[config.mk]
export PLATFORM = sky130hd
export DESIGN_NAME = coh_line_ctrl
export DESIGN_NICKNAME = d
export VERILOG_FILES = /design/src/rtl/coh_line_pkg.sv /design/src/rtl/coh_line_class.sv /design/src/rtl/coh_line_arb.sv /design/src/rtl/coh_line_ackcnt.sv /design/src/rtl/coh_line_ctrl.sv
export SDC_FILE = /design/constraint.sdc
export NUM_CORES = 1
export LEC_CHECK = 0
export CORE_AREA = 8 8 61 63
export DETAILED_ROUTE_END_ITERATION = 7
export DIE_AREA = 0 0 69 71
export DONT_BUFFER_PORTS = 1
export GPL_TIMING_DRIVEN = 0
export MAX_ROUTING_LAYER = met4
export PLACE_DENSITY = 0.74
export SETUP_SLACK_MARGIN = 0.1
export SLEW_MARGIN = 20
export SYNTH_ARGS = -nofsm -noshare
export SYNTH_HDL_FRONTEND = slang
export SYNTH_SLANG_ARGS = --single-unit
export TNS_END_PERCENT = 30
[constraint.sdc]
create_clock -name clk -period 4.75 [get_ports clk]
set_clock_uncertainty 0.15 [all_clocks]
set_input_delay 0.7125 -clock clk [delete_from_list [all_inputs] [get_ports clk]]
set_output_delay 0.7125 -clock clk [all_outputs]
set_load 0.02 [all_outputs]
[src/rtl/coh_line_pkg.sv]
// Shared types for the coherence line controller.
// Assumes one line per instance; state encodings are private to the block.
package coh_line_pkg;

    typedef enum logic [4:0] {
        LN_INV, LN_SHR, LN_OWN, LN_MOD, LN_DRT,
        RSV_INV, RSV_SHR, RSV_OWN, RSV_MOD, RSV_DRT,
        XFR_INV, XFR_SHR, XFR_OWN, XFR_MOD, XFR_DRT,
        PND_RDS, PND_WR_I, PND_WR_S, PND_WR_O,
        PND_FL_I, PND_FL_S, PND_FL_O, PND_FL_M
    } line_st_t;

    typedef enum logic [1:0] {
        PERM_NONE = 2'd0,
        PERM_RD   = 2'd1,
        PERM_RW   = 2'd2,
        PERM_BUSY = 2'd3
    } perm_t;

    localparam logic [1:0] OP_LOAD  = 2'd0;
    localparam logic [1:0] OP_FETCH = 2'd1;
    localparam logic [1:0] OP_STORE = 2'd2;
    localparam logic [1:0] OP_FLUSH = 2'd3;

    localparam logic [2:0] SNP_EXCL  = 3'd0;
    localparam logic [2:0] SNP_SHR   = 3'd1;
    localparam logic [2:0] SNP_MRG   = 3'd2;
    localparam logic [2:0] SNP_NOMIG = 3'd3;
    localparam logic [2:0] SNP_DMA   = 3'd4;
    localparam logic [2:0] SNP_INV   = 3'd5;

    // Port indices in descending priority
    localparam int PORT_SNP  = 0;
    localparam int PORT_DEM  = 1;
    localparam int PORT_REQ  = 2;
    localparam int NUM_PORTS = 3;

    // Plain stable state behind a plain or reserved state
    function automatic line_st_t base_of(input line_st_t s);
        case (s)
            LN_SHR, RSV_SHR: base_of = LN_SHR;
            LN_OWN, RSV_OWN: base_of = LN_OWN;
            LN_MOD, RSV_MOD: base_of = LN_MOD;
            LN_DRT, RSV_DRT: base_of = LN_DRT;
            default:         base_of = LN_INV;
        endcase
    endfunction

    // Transfer state entered from a plain stable state
    function automatic line_st_t to_xfr(input line_st_t s);
        case (s)
            LN_SHR:  to_xfr = XFR_SHR;
            LN_OWN:  to_xfr = XFR_OWN;
            LN_MOD:  to_xfr = XFR_MOD;
            LN_DRT:  to_xfr = XFR_DRT;
            default: to_xfr = XFR_INV;
        endcase
    endfunction

    // Reserved state entered when a transfer completes
    function automatic line_st_t to_rsv(input line_st_t s);
        case (s)
            XFR_SHR: to_rsv = RSV_SHR;
            XFR_OWN: to_rsv = RSV_OWN;
            XFR_MOD: to_rsv = RSV_MOD;
            XFR_DRT: to_rsv = RSV_DRT;
            default: to_rsv = RSV_INV;
        endcase
    endfunction

endpackage

[src/rtl/coh_line_class.sv]
// Classifies the line state into groups and decodes the access permission.
// Purely combinational; assumes every state belongs to exactly one group.
module coh_line_class
    import coh_line_pkg::*;
(
    input  line_st_t st,
    output logic     is_plain,
    output logic     is_rsv,
    output logic     is_xfr,
    output logic     is_pend,
    output perm_t    perm
);

    // Group membership
    always_comb begin
        is_plain = 1'b0;
        is_rsv   = 1'b0;
        is_xfr   = 1'b0;
        is_pend  = 1'b0;
        case (st)
            LN_INV, LN_SHR, LN_OWN, LN_MOD, LN_DRT:      is_plain = 1'b1;
            RSV_INV, RSV_SHR, RSV_OWN, RSV_MOD, RSV_DRT: is_rsv   = 1'b1;
            XFR_INV, XFR_SHR, XFR_OWN, XFR_MOD, XFR_DRT: is_xfr   = 1'b1;
            default:                                     is_pend  = 1'b1;
        endcase
    end

    // Permission: reserved states mirror their base state
    always_comb begin
        case (st)
            LN_INV, RSV_INV:                     perm = PERM_NONE;
            LN_SHR, RSV_SHR, LN_OWN, RSV_OWN,
            LN_MOD, RSV_MOD:                     perm = PERM_RD;
            LN_DRT, RSV_DRT:                     perm = PERM_RW;
            PND_WR_S, PND_WR_O, PND_FL_S,
            PND_FL_O, PND_FL_M:                  perm = PERM_RD;
            default:                             perm = PERM_BUSY;
        endcase
    end

endmodule

[src/rtl/coh_line_arb.sv]
// Fixed-priority arbiter: index 0 wins. A port that is stalled is skipped,
// so a lower port can be served in the same cycle. A block input holds
// every port. Assumes the caller turns valid & ready into the handshake.
module coh_line_arb #(
    parameter int N = 3
) (
    input  logic [N-1:0] valid,
    input  logic [N-1:0] stall,
    input  logic         block,
    output logic [N-1:0] ready
);

    // Ready goes to a port when no servable higher port is valid
    always_comb begin
        logic taken;
        taken = block;
        for (int i = 0; i < N; i++) begin
            ready[i] = !taken && !stall[i];
            if (valid[i] && !stall[i]) taken = 1'b1;
        end
    end

endmodule

[src/rtl/coh_line_ackcnt.sv]
// Tracks the completion of an outstanding request. It holds the number of
// acknowledgements still expected, whether data is present, and whether
// that data was exclusive. Assumes ack and fill arrive only while pending.
module coh_line_ackcnt #(
    parameter int NUM_ACKS = 3,
    localparam int CW = $clog2(NUM_ACKS + 1)
) (
    input  logic          clk,
    input  logic          rst_n,
    input  logic          load,
    input  logic [CW-1:0] load_cnt,
    input  logic          load_have,
    input  logic          ack,
    input  logic          fill,
    input  logic          fill_excl,
    output logic          all_done,
    output logic          excl
);

    logic [CW-1:0] cnt_q;
    logic          have_q;

    // Count, data flag and exclusivity of the outstanding request
    always_ff @(posedge clk) begin
        if (!rst_n) begin
            cnt_q  <= '0;
            have_q <= 1'b0;
            excl   <= 1'b0;
        end else if (load) begin
            cnt_q  <= load_cnt;
            have_q <= load_have;
            excl   <= 1'b0;
        end else begin
            if (ack && cnt_q != '0) cnt_q <= cnt_q - 1'b1;
            if (fill) begin
                have_q <= 1'b1;
                excl   <= fill_excl;
            end
        end
    end

    // Request is finished once data is here and no acks remain
    always_comb all_done = have_q && (cnt_q == '0);

endmodule

[src/rtl/coh_line_ctrl.sv]
// Per-line L1 coherence controller with reserved states after an L2-to-L1
// transfer. While reserved, snoops and demotions are held and the local
// request port is served first. Assumes the line is allocated externally
// and that transfer, ack and fill inputs are single-cycle pulses.
module coh_line_ctrl #(
    parameter int NUM_ACKS = 3
) (
    input  logic       clk,
    input  logic       rst_n,
    input  logic       req_valid,
    input  logic [1:0] req_op,
    output logic       req_ready,
    input  logic       snp_valid,
    input  logic [2:0] snp_op,
    output logic       snp_ready,
    input  logic       xfer_start,
    input  logic       xfer_done,
    input  logic       dem_valid,
    output logic       dem_ready,
    input  logic       ack_in,
    input  logic       fill_in,
    input  logic       fill_excl,
    output logic       gets,
    output logic       getx,
    output logic       getf,
    output logic       ld_hit,
    output logic       st_hit,
    output logic [1:0] perm
);
    import coh_line_pkg::*;

    localparam int CW = $clog2(NUM_ACKS + 1);
    localparam logic [CW-1:0] CNT_FULL = CW'(NUM_ACKS);
    localparam logic [CW-1:0] CNT_LESS = CW'(NUM_ACKS - 1);

    line_st_t st_q, st_d;
    logic     is_plain, is_rsv, is_xfr, is_pend;
    perm_t    perm_w;
    logic     cnt_done, cnt_excl, trans_done, trig;
    logic     snp_fire, dem_fire, req_fire;
    logic [NUM_PORTS-1:0] p_valid, p_stall, p_ready;

    logic          cnt_load, cnt_have;
    logic [CW-1:0] cnt_val;
    logic          gets_d, getx_d, getf_d, ldh_d, sth_d;

    coh_line_class u_class (
        .st       (st_q),
        .is_plain (is_plain),
        .is_rsv   (is_rsv),
        .is_xfr   (is_xfr),
        .is_pend  (is_pend),
        .perm     (perm_w)
    );

    coh_line_ackcnt #(.NUM_ACKS(NUM_ACKS)) u_cnt (
        .clk       (clk),
        .rst_n     (rst_n),
        .load      (cnt_load),
        .load_cnt  (cnt_val),
        .load_have (cnt_have),
        .ack       (ack_in && is_pend),
        .fill      (fill_in && is_pend),
        .fill_excl (fill_excl),
        .all_done  (cnt_done),
        .excl      (cnt_excl)
    );

    // Internal events that take the cycle and block every port
    always_comb begin
        trans_done = is_pend && cnt_done;
        trig = trans_done || (xfer_done && is_xfr) || (xfer_start && is_plain);
    end

    // Port request and stall vectors in priority order
    always_comb begin
        p_valid[PORT_SNP] = snp_valid;
        p_valid[PORT_DEM] = dem_valid;
        p_valid[PORT_REQ] = req_valid;
        p_stall[PORT_SNP] = is_rsv || is_xfr;
        p_stall[PORT_DEM] = !is_plain;
        p_stall[PORT_REQ] = is_xfr || is_pend;
    end

    coh_line_arb #(.N(NUM_PORTS)) u_arb (
        .valid (p_valid),
        .stall (p_stall),
        .block (trig),
        .ready (p_ready)
    );

    // Handshake outputs and accepted transfers
    always_comb begin
        snp_ready = p_ready[PORT_SNP];
        dem_ready = p_ready[PORT_DEM];
        req_ready = p_ready[PORT_REQ];
        snp_fire  = snp_valid && snp_ready;
        dem_fire  = dem_valid && dem_ready;
        req_fire  = req_valid && req_ready;
    end

    // Next state, outbound strobes and counter loading
    always_comb begin
        st_d     = st_q;
        gets_d   = 1'b0;
        getx_d   = 1'b0;
        getf_d   = 1'b0;
        ldh_d    = 1'b0;
        sth_d    = 1'b0;
        cnt_load = 1'b0;
        cnt_val  = '0;
        cnt_have = 1'b0;
        if (trans_done) begin
            case (st_q)
                PND_RDS:                      st_d = cnt_excl ? LN_MOD : LN_SHR;
                PND_WR_I, PND_WR_S, PND_WR_O: st_d = LN_DRT;
                default:                      st_d = LN_INV;
            endcase
        end else if (xfer_done && is_xfr) begin
            st_d = to_rsv(st_q);
        end else if (xfer_start && is_plain) begin
            st_d = to_xfr(st_q);
        end else if (snp_fire) begin
            if (is_plain) begin
                case (snp_op)
                    SNP_EXCL, SNP_INV: st_d = LN_INV;
                    SNP_SHR, SNP_MRG, SNP_NOMIG:
                        if (st_q == LN_MOD || st_q == LN_DRT) st_d = LN_OWN;
                    default: st_d = st_q;
                endcase
            end
        end else if (dem_fire) begin
            st_d = st_q;
        end else if (req_fire) begin
            case (base_of(st_q))
                LN_INV: begin
                    cnt_load = 1'b1;
                    case (req_op)
                        OP_STORE: begin
                            st_d = PND_WR_I; getx_d = 1'b1; cnt_val = CNT_FULL;
                        end
                        OP_FLUSH: begin
                            st_d = PND_FL_I; getf_d = 1'b1; cnt_val = CNT_FULL;
                        end
                        default: begin
                            st_d = PND_RDS; gets_d = 1'b1;
                        end
                    endcase
                end
                LN_SHR: begin
                    case (req_op)
                        OP_STORE: begin
                            st_d = PND_WR_S; getx_d = 1'b1;
                            cnt_load = 1'b1; cnt_val = CNT_FULL; cnt_have = 1'b1;
                        end
                        OP_FLUSH: begin
                            st_d = PND_FL_S; getf_d = 1'b1;
                            cnt_load = 1'b1; cnt_val = CNT_FULL; cnt_have = 1'b1;
                        end
                        default: begin
                            st_d = LN_SHR; ldh_d = 1'b1;
                        end
                    endcase
                end
                LN_OWN: begin
                    case (req_op)
                        OP_STORE: begin
                            st_d = PND_WR_O; getx_d = 1'b1;
                            cnt_load = 1'b1; cnt_val = CNT_LESS; cnt_have = 1'b1;
                        end
                        OP_FLUSH: begin
                            st_d = PND_FL_O; getf_d = 1'b1;
                            cnt_load = 1'b1; cnt_val = CNT_LESS; cnt_have = 1'b1;
                        end
                        default: begin
                            st_d = LN_OWN; ldh_d = 1'b1;
                        end
                    endcase
                end
                default: begin
                    case (req_op)
                        OP_STORE: begin
                            st_d = LN_DRT; sth_d = 1'b1;
                        end
                        OP_FLUSH: begin
                            st_d = PND_FL_M; getf_d = 1'b1;
                            cnt_load = 1'b1; cnt_val = CNT_LESS; cnt_have = 1'b1;
                        end
                        default: begin
                            st_d = base_of(st_q); ldh_d = 1'b1;
                        end
                    endcase
                end
            endcase
        end
    end

    // Line state register
    always_ff @(posedge clk) begin
        if (!rst_n) st_q <= LN_INV;
        else        st_q <= st_d;
    end

    // Registered single-cycle strobes
    always_ff @(posedge clk) begin
        if (!rst_n) begin
            gets   <= 1'b0;
            getx   <= 1'b0;
            getf   <= 1'b0;
            ld_hit <= 1'b0;
            st_hit <= 1'b0;
        end else begin
            gets   <= gets_d;
            getx   <= getx_d;
            getf   <= getf_d;
            ld_hit <= ldh_d;
            st_hit <= sth_d;
        end
    end

    // Permission of the current state
    always_comb perm = perm_w;

endmodule

Word level (Yosys, flattened, before mapping)
Memory sizes are Yosys's and may differ from the RTL's. A register that Yosys moved wholly into a read port is not among the register bits. Index checks and enable logic that the tools add are counted.

$add $sub $neg: 1. Eq/ne operators: 30. Multiplexer cells: 70. Bitwise logic cells: 4. Reductions and logical operators: 51.

Operators by type and width (number): $mux W5 (18); $pmux W5 S2 (5); $eq A5 B4 Y1 const B (8); $mux W1 (24); $mux W2 (12); $reduce_or A8 Y1 (3); $eq A5 B3 Y1 const B (4); $mux W4 (4); $pmux W4 S4 (1); $eq A5 B2 Y1 const B (3); $eq A5 B5 Y1 const B (3); $logic_and A1 B1 Y1 (15); $pmux W5 S3 (1); $reduce_or A15 Y1 (1); $reduce_or A5 Y1 (3); $pmux W3 S4 (1); $eq A5 B1 Y1 const B (2); $logic_not A5 Y1 (2); $ne A5 B3 Y1 const B (2); $reduce_or A10 Y1 (1); $reduce_or A2 Y1 (5); $reduce_or A3 Y1 (3); $reduce_or A7 Y1 (1); $eq A3 B2 Y1 const B (2); 17 further kinds (32).

Register bits after elaboration: 14. Bits in read-only memories: 160. Bits of input ports: 15. Output and inout bits: 10. Logic and storage cells: 168. Memories: 3.

Memories: (name not given) (words 32, width 2, rd ports 1, clocked after Yosys merged registers in 1, wr ports 0, RTL line coh_line_class.sv:30) `case (st)`; (name not given) (words 16, width 3, rd ports 1, clocked after Yosys merged registers in 1, wr ports 0, RTL line coh_line_pkg.sv:40) `case (s)`; (name not given) (words 16, width 3, rd ports 1, clocked after Yosys merged registers in 1, wr ports 0, RTL line coh_line_pkg.sv:40).

Longest topological paths before layout
Gate-level depths: netlist (run 1).

Depth in word-level cells: 27. Depth in mapped cells: 12. Depth with buffers taken out: 12.

Cells and area by module
Synthesis (run 1) repeated with hierarchy kept, for this count alone.

Cell total of the unflattened synthesis: 209. Area total of the unflattened synthesis: 1590.3 um^2.

By module, submodules not included: coh_line_ctrl (times used 1, cells an instance 152, area an instance 1123.6 um^2, sequential area each 260.2 um^2); coh_line_class (times used 1, cells an instance 30, area an instance 220.2 um^2, sequential area each 0.0 um^2); coh_line_ackcnt (times used 1, cells an instance 22, area an instance 200.2 um^2, sequential area each 80.1 um^2); coh_line_arb (times used 1, cells an instance 5, area an instance 46.3 um^2, sequential area each 0.0 um^2).

Least setup slack after synthesis (run 1)
No wires, ideal clock.

Kind: reg-to-reg. Start: reg st_q[1]. End: reg, netlist name u_class.perm[1]. Setup time: 0.086 ns. Data arrival time: 2.736 ns. Slack: 1.778 ns. Stages on the path, launching flop included: 11. Period minus slack after synthesis: 2.972 ns. Cells stage by stage: dfxtp_1 buf_6 or3b_1 a2111oi_1 o221a_2 a211oi_4 o31ai_1 inv_1 ha_1 a22o_1 a211oi_1.

Longest elaborated chain between the ends: 15.

RTL lines: start: declaration (RTL line coh_line_ctrl.sv:36) `line_st_t st_q, st_d;`; start signal: assignment (RTL line coh_line_ctrl.sv:201) `else st_q <= st_d;`; $eq A5 B2 Y1, or another cell as far along (RTL line coh_line_pkg.sv:51, coh_line_class.sv:20, coh_line_ctrl.sv:128); $reduce_or A15 Y1 (no line) or $reduce_or A5 Y1 (tied branches); $mux W1 (RTL line coh_line_class.sv:20) `case (st)`; $logic_and A1 B1 Y1, or another cell as far along (RTL line coh_line_ctrl.sv:71) `trans_done = is_pend && cnt_done;`; $logic_or A1 B1 Y1 or $logic_not A1 Y1 (tied branches) (RTL line coh_line_ctrl.sv:72, coh_line_arb.sv:18, coh_line_arb.sv:19); $logic_or A1 B1 Y1 or $logic_and A1 B1 Y1 (tied branches) (RTL line coh_line_ctrl.sv:72, coh_line_arb.sv:19); $mux W1 or $logic_not A1 Y1 (tied branches) (RTL line coh_line_arb.sv:19, coh_line_arb.sv:18); $mux W1 or $logic_and A1 B1 Y1 (tied branches) (RTL line coh_line_arb.sv:19, coh_line_arb.sv:18); $logic_not A1 Y1 or $logic_and A1 B1 Y1 (tied branches) (RTL line coh_line_arb.sv:18, coh_line_ctrl.sv:97); $logic_and A1 B1 Y1 or $mux W5 (tied branches) (RTL line coh_line_arb.sv:18, coh_line_ctrl.sv:123); $logic_and A1 B1 Y1 or $mux W5 (tied branches) (RTL line coh_line_ctrl.sv:99, coh_line_ctrl.sv:121); $reduce_bool A5 Y1 (no line) or $mux W5 (tied branches); $reduce_and A5 Y1 (no line) or $mux W5 (tied branches); $mux W5 (no line) (*) (2 in series).

Every way passes the cells marked *; elsewhere a longest branch is shown, timed or not. A chain may end at the register's enable or synchronous reset.

Worst setup path in the final report (run 1)
Start: reg st_q[2]. End: reg, netlist name u_class.perm[1].

Longest elaborated chain between the ends: 15.

RTL lines (RTL line): $eq A5 B2 Y1, or another cell as far along (coh_line_pkg.sv:51, coh_line_class.sv:20, coh_line_ctrl.sv:128); $reduce_or A15 Y1 (no line) or $reduce_or A5 Y1 (tied branches); $mux W1 (coh_line_class.sv:20); $logic_and A1 B1 Y1, or another cell as far along (coh_line_ctrl.sv:71); $logic_or A1 B1 Y1 or $logic_not A1 Y1 (tied branches) (coh_line_ctrl.sv:72, coh_line_arb.sv:18, coh_line_arb.sv:19); $logic_or A1 B1 Y1 or $logic_and A1 B1 Y1 (tied branches) (coh_line_ctrl.sv:72, coh_line_arb.sv:19); $mux W1 or $logic_not A1 Y1 (tied branches) (coh_line_arb.sv:19, coh_line_arb.sv:18); $mux W1 or $logic_and A1 B1 Y1 (tied branches) (coh_line_arb.sv:19, coh_line_arb.sv:18); $logic_not A1 Y1 or $logic_and A1 B1 Y1 (tied branches) (coh_line_arb.sv:18, coh_line_ctrl.sv:97); $logic_and A1 B1 Y1 or $mux W5 (tied branches) (coh_line_arb.sv:18, coh_line_ctrl.sv:123); $logic_and A1 B1 Y1 or $mux W5 (tied branches) (coh_line_ctrl.sv:99, coh_line_ctrl.sv:121); $reduce_bool A5 Y1 (no line) or $mux W5 (tied branches); $reduce_and A5 Y1 (no line) or $mux W5 (tied branches); $mux W5 (no line) (*) (2 in series).

Marks and branches as above.

==> reports/metrics.cfg, run 1 <==
[sta]
fin_crit_ns=3.49
rsz0062_at_grt=false
final_max_slew_viol_count=0
relSlewSlack_pct=33.3
period_share_pct=73.4
tightest_slew_ns=0.992
fmax_mhz=287
finalHoldViolCount=0
timing.final.ws_setup_ns=1.26
finalSetupTns_ns=0
finalSetupViolCount=0

[worst_setup_path]
r2r-end=u_class.perm[1]
critPathMaxFanout=7
setup.worst_path.end_class=flip-flop
r2r_cells=9
max_stage_delay_ns=0.66
crit_path_cell_trace=o21a_1, o21ai_2, a2111oi_0, o31ai_1, o31ai_1, inv_1, ha_1, a22o_1, a211oi_1
worstPathArrival_ns=3.56
rrSetupSlack_ns=1.26
critical_path_required_ns=4.82
worstSetupStartpointType=flip-flop
crit_start=st_q[2]
worstSetupEndpoint=u_class.perm[1]
cpMaxStageDelayCell=a2111oi_0
path_class=reg -> reg
path_common_cell=o31ai_1
worstReg2RegStart=st_q[2]

[synth]
yosysTopAreaCell=dfxtp_1
synth_top_cell_area_share_pct=23.6
synth_enable_flop_cells=0
syn_avg_cell_area_sq_um=8.07
yosys_warnings=0
ys_seq_area_share_pct=23.6
synth_area_sq_um=1610
synthCells=200
syn_nets=220
synth.distinct_cells=63
async_reset_ff_share_pct=0
synthTopCellsByArea=dfxtp_1, ha_1, a21oi_1, nand2_1, nor2_1
ys_seq_elements=19
ys.flop_type=dfxtp_1

[detailed_routing]
topRoutingLayerUsed=met4
wl_met3_um=394
met2_wirelength_mm=1.94
route.final.wire_length_mm=4.25
drtIter0Drc=133
wl_per_cell_um=17.9
ant_nets=0
num_vias=1566
post-route-drc-count=0
drt_first_pass_iters=5
wl_met1_mm=1.84
routed_via_density=6.61

[clock_tree]
clkSinkCount=19
htree_levels=1
cts_setup_buffers=0
tritoncts.num_buffers=3
cts.path.max_buffers=2
clkLatencyLatePin_ns=0.29
cts_tree=done
cts_resized=0
clock-root-buffer=clkbuf_4
cts_hold_buf=0
clk_pin_slew_ns=0.11

[finish]
drive_gt1_share_pct=9.80
post-route-util_pct=58.9
n_antenna_cell=0
final_nets=225
fin_cells=237
area_growth_pct=4.19

[hold_path]
hp-class=reg -> reg

[floorplanning]
rows=20
pin_count=25
die-area_sq_um=4900
die_h_um=71
die_width_um=69
start_util_pct=56.6
core_sq_um=2850

[power_and_ir_drop]
leakagePower_uw=0.000645
p_per_area_nw_per_um2=627
vdd_ir_drop_max_mv=0.363
finalPower_uw=1050

[global_routing]
overflow=0
grt_max_degree=11
grt_usage_pct=17.0
antenna_found_initial=0
grt_pass1_wl_mm=6.97
grt_pass1_vias=1483

[placed_design]
place_hpwl_mm=3.36
place.port_buffers=0
placed_cells=233
pre_cts_ws_ns=1.18
place.gp.congestion=0.920

[flow_run]
cap_violations=0

[status]
outcome=complete, no violations

## metal layers
layer  vias to the layer above  global-route usage (%)
li1                        764                       -
met4                         0                    6.15
met2                        58                    26.2
met3                        10                    5.17
met1                       734                    20.5
met5                         -                       -
## cells in the final DEF, fill, tap and decap left out, drive strengths merged, types with 4 or more instances in the layout
| master | instances |
|---|---|
| dfxtp | 19 |
| nand2 | 15 |
| nor2 | 14 |
| inv | 14 |
| a21oi | 11 |
| o21ai | 10 |
| clkbuf | 8 |
| buf | 8 |
| nor3 | 6 |
| and2 | 6 |
| nor3b | 5 |
| nor4 | 5 |
| ha | 5 |
| a211oi | 5 |
| mux2i | 5 |
| nand3 | 4 |
| nor4b | 4 |
| and3 | 4 |
| o31ai | 4 |
| o211ai | 4 |
## cells in the mapped netlist, drive strengths merged (4+ instances only)
master   n
dfxtp   19
nand2   15
inv     14
nor2    14
a21oi   11
o21ai   10
buf      8
and2     6
nor3     6
a211oi   5
ha       5
mux2i    5
nor3b    5
nor4     5
and3     4
clkbuf   4
nand3    4
nor4b    4
o211ai   4
o31ai    4
## through the flow
stage	hold slack [ns]	instance area [sq um]
after floorplan	0.359	1610
after global placement	0.381	1660
after detailed placement	0.393	1660
after CTS	0.408	1680
after global routing	0.432	1680
final	0.409	1680
## critical path, delay by kind of cell, from the launching register on
| family | cells | cell delay (ns) |
|---|---|---|
| flops | 1 | 0.50 |
| compound gates | 7 | 2.27 |
| fa+ha+maj | 1 | 0.33 |
| buf+inv | 1 | 0.15 |
## cell type report
class / count / area (sq um)
Buffer: 12 / 80.1
Clock buffer: 4 / 26.3
Fill cell: 292 / 1170
Inverter: 14 / 52.6
Multi-Input combinational cell: 155 / 1100
Sequential cell: 19 / 380
Tap cell: 33 / 41.3
## logic make-up (layout without fill, tap and decap cells)
| family | Yosys count | after routing | share of synthesized area (%) |
|---|---|---|---|
| mux | 5 | 5 | 3.33 |
| compound gates | 65 | 65 | 31.9 |
| buf+inv | 26 | 30 | 8.22 |
| xor+xnor | 4 | 4 | 2.17 |
| flops | 19 | 19 | 23.6 |
| fa+ha+maj | 6 | 6 | 4.50 |
| simple gates | 75 | 75 | 26.3 |
## worst min-delay path by stage
stage / from / to / slack (ns) / cells past startpoint
finish: u_cnt.excl / u_cnt.excl / 0.41 / 2
detailed placement: u_cnt.excl / u_cnt.excl / 0.39 / 2
global route: u_cnt.excl / u_cnt.excl / 0.43 / 2
global placement: u_cnt.excl / u_cnt.excl / 0.38 / 2
CTS: u_cnt.excl / u_cnt.excl / 0.41 / 2
floorplan: u_cnt.excl / u_cnt.excl / 0.36 / 2
## power by group
part	internal [uW]	switching (uW)	total [uW]
Combinational	281	433	714
Clock	32.7	48.0	80.7
Sequential	203	55.6	259
Total	517	537	1050
Power figures use the tool's default switching activity.
==> run 2, diff against run 1 <==
==> constraint.sdc (replaced) <==
create_clock -name clk -period 3.6 [get_ports clk]
set_clock_uncertainty 0.15 [all_clocks]
set_input_delay 0.54 -clock clk [delete_from_list [all_inputs] [get_ports clk]]
set_output_delay 0.54 -clock clk [all_outputs]
set_load 0.02 [all_outputs]
==> reports/metrics.cfg, run 2 (synthesis results as in run 1) <==
[floorplanning]
pin_count=25  ; unchanged
core_sq_um=2850  ; unchanged
die_width_um=69  ; unchanged
die_h_um=71  ; unchanged
rows=20  ; unchanged
die-area_sq_um=4900  ; unchanged
start_util_pct=56.6  ; unchanged

[worst_setup_path]
critical_path_required_ns=3.67  ; was 4.82 ns
path_class=reg -> reg  ; unchanged
worstPathArrival_ns=3.32  ; was 3.56 ns
worstSetupStartpointType=flip-flop  ; unchanged
max_stage_delay_ns=0.58  ; was 0.66 ns
rrSetupSlack_ns=0.36  ; was 1.26 ns
crit_buf_inv=1  ; unchanged
critPathMaxFanout=7  ; unchanged
cpMaxStageDelayCell=a2111oi_1  ; was a2111oi_0
crit_path_cell_trace=o21a_1, o21ai_2, a2111oi_1, o31ai_1, o31ai_2, inv_1, ha_1, a22o_1, a211oi_1  ; was o21a_1, o21ai_2, a2111oi_0, o31ai_1, o31ai_1, inv_1, ha_1, a22o_1, a211oi_1
setup.worst_path.end_class=flip-flop  ; unchanged
cpLargestDelayFamily=compound AO/OA/AOI/OAI gates  ; unchanged

[sta]
period_share_pct=90.1  ; was 73.4%
hold_slack_ns=0.287  ; was 0.409 ns
rsz0062_at_grt=false  ; unchanged
fmax_mhz=308  ; was 287 MHz
finalSetupTns_ns=0  ; unchanged
final_max_slew_viol_count=0  ; unchanged
tightest_slew_ns=0.977  ; was 0.992 ns
relSlewSlack_pct=34.3  ; was 33.3%
timing.final.ws_setup_ns=0.356  ; was 1.26 ns
fin_crit_ns=3.24  ; was 3.49 ns
finalHoldViolCount=0  ; unchanged
finalSetupViolCount=0  ; unchanged

[placed_design]
place_hpwl_mm=3.36  ; unchanged
pre_cts_ws_ns=0.157  ; was 1.18 ns
place.port_buffers=0  ; unchanged
place.gp.congestion=0.920  ; unchanged

[finish]
drive_gt1_share_pct=10.8  ; was 9.80%
area_growth_pct=4.96  ; was 4.19%
n_antenna_cell=0  ; unchanged
final_common_cell=dfxtp_1  ; unchanged
most-common-layout-cells=dfxtp_1, nor2_1, nand2_1, inv_1, a21oi_1  ; unchanged
final_nets=225  ; unchanged

[clock_tree]
cts_tree=done  ; unchanged
tritoncts.num_buffers=3  ; unchanged
htree_levels=1  ; unchanged
cts.path.max_buffers=2  ; unchanged
cts_hold_buf=0  ; unchanged
cts_resized=0  ; unchanged
clk_pin_slew_ns=0.10  ; was 0.11 ns
clock-root-buffer=clkbuf_4  ; unchanged
cts_setup_buffers=0  ; unchanged
clkLatencyLatePin_ns=0.29  ; about the same
clkSinkCount=19  ; unchanged

[global_routing]
grt_pass1_wl_mm=6.97  ; unchanged
overflow=0  ; unchanged
grt_usage_pct=17.0  ; unchanged
antenna_found_initial=0  ; unchanged
grt_pass1_vias=1483  ; unchanged
grt_max_degree=11  ; unchanged

[power_and_ir_drop]
leakagePower_uw=0.000649  ; was 0.000645 uW
vdd_ir_drop_max_mv=0.481  ; was 0.363 mV
p_per_area_nw_per_um2=830  ; was 627 nW/um^2

[detailed_routing]
ant_nets=0  ; unchanged
num_vias=1567  ; was 1,566
drt_first_pass_iters=4  ; was 5
route.final.wire_length_mm=4.23  ; was 4.25 mm
post-route-drc-count=0  ; unchanged
routed_via_density=6.61  ; about the same
wl_per_cell_um=17.9  ; about the same
drtIter0Drc=154  ; was 133

[flow_run]
cap_violations=0  ; unchanged

[status]
outcome=complete, no violations  ; unchanged

[hold_path]
hp-class=in -> reg  ; was reg -> reg

## run 2: changes by cell type in the layout (fill, tap and decap cells not counted)
cell,change
a2111oi_0,-2
a2111oi_1,+1
a2111oi_2,+1
o31ai_1,-1
o31ai_2,+1
## run 2: cell type report
class	instances	area (sq um)
plain buffers	12	80.1
inverters	14	52.6
well taps	33	41.3
fillers	291	1160
multi-input cells	155	1110
clock buffers	4	26.3
flip-flops and latches	19	380
## run 2: where the power goes
part / switching (uW) / total (uW) / internal [uW]
Clock: 63.0 / 106 / 43.1
Sequential: 73.6 / 341 / 268
Combinational: 578 / 958 / 380
## run 2: metal layers
metal,vias up,routed length (um),track usage (%)
li1,762,-,-
met1,733,1870,20.5
met2,64,1920,26.2
met5,-,0,-
met4,0,67,6.15
met3,8,378,5.17
## run 2: final timing paths
path	startpoint	endpoint	cells after the start
worst max-delay path	st_q[2]	u_class.perm[1]	9
worst min register to register	u_cnt.excl	u_cnt.excl	2
worst max register to register	st_q[2]	u_class.perm[1]	9
worst min-delay path	req_op[0]	getf	2
## run 2: metrics by stage
stage	area, sq um	total power, uW	cells	utilization, %
after global routing	1690	1510	237	59.4
after global placement	1660	1250	233	58.0
final	1690	1410	237	59.4
after detailed placement	1660	1270	233	58.0
after floorplan	1610	1080	200	-
after CTS	1680	1380	237	58.9
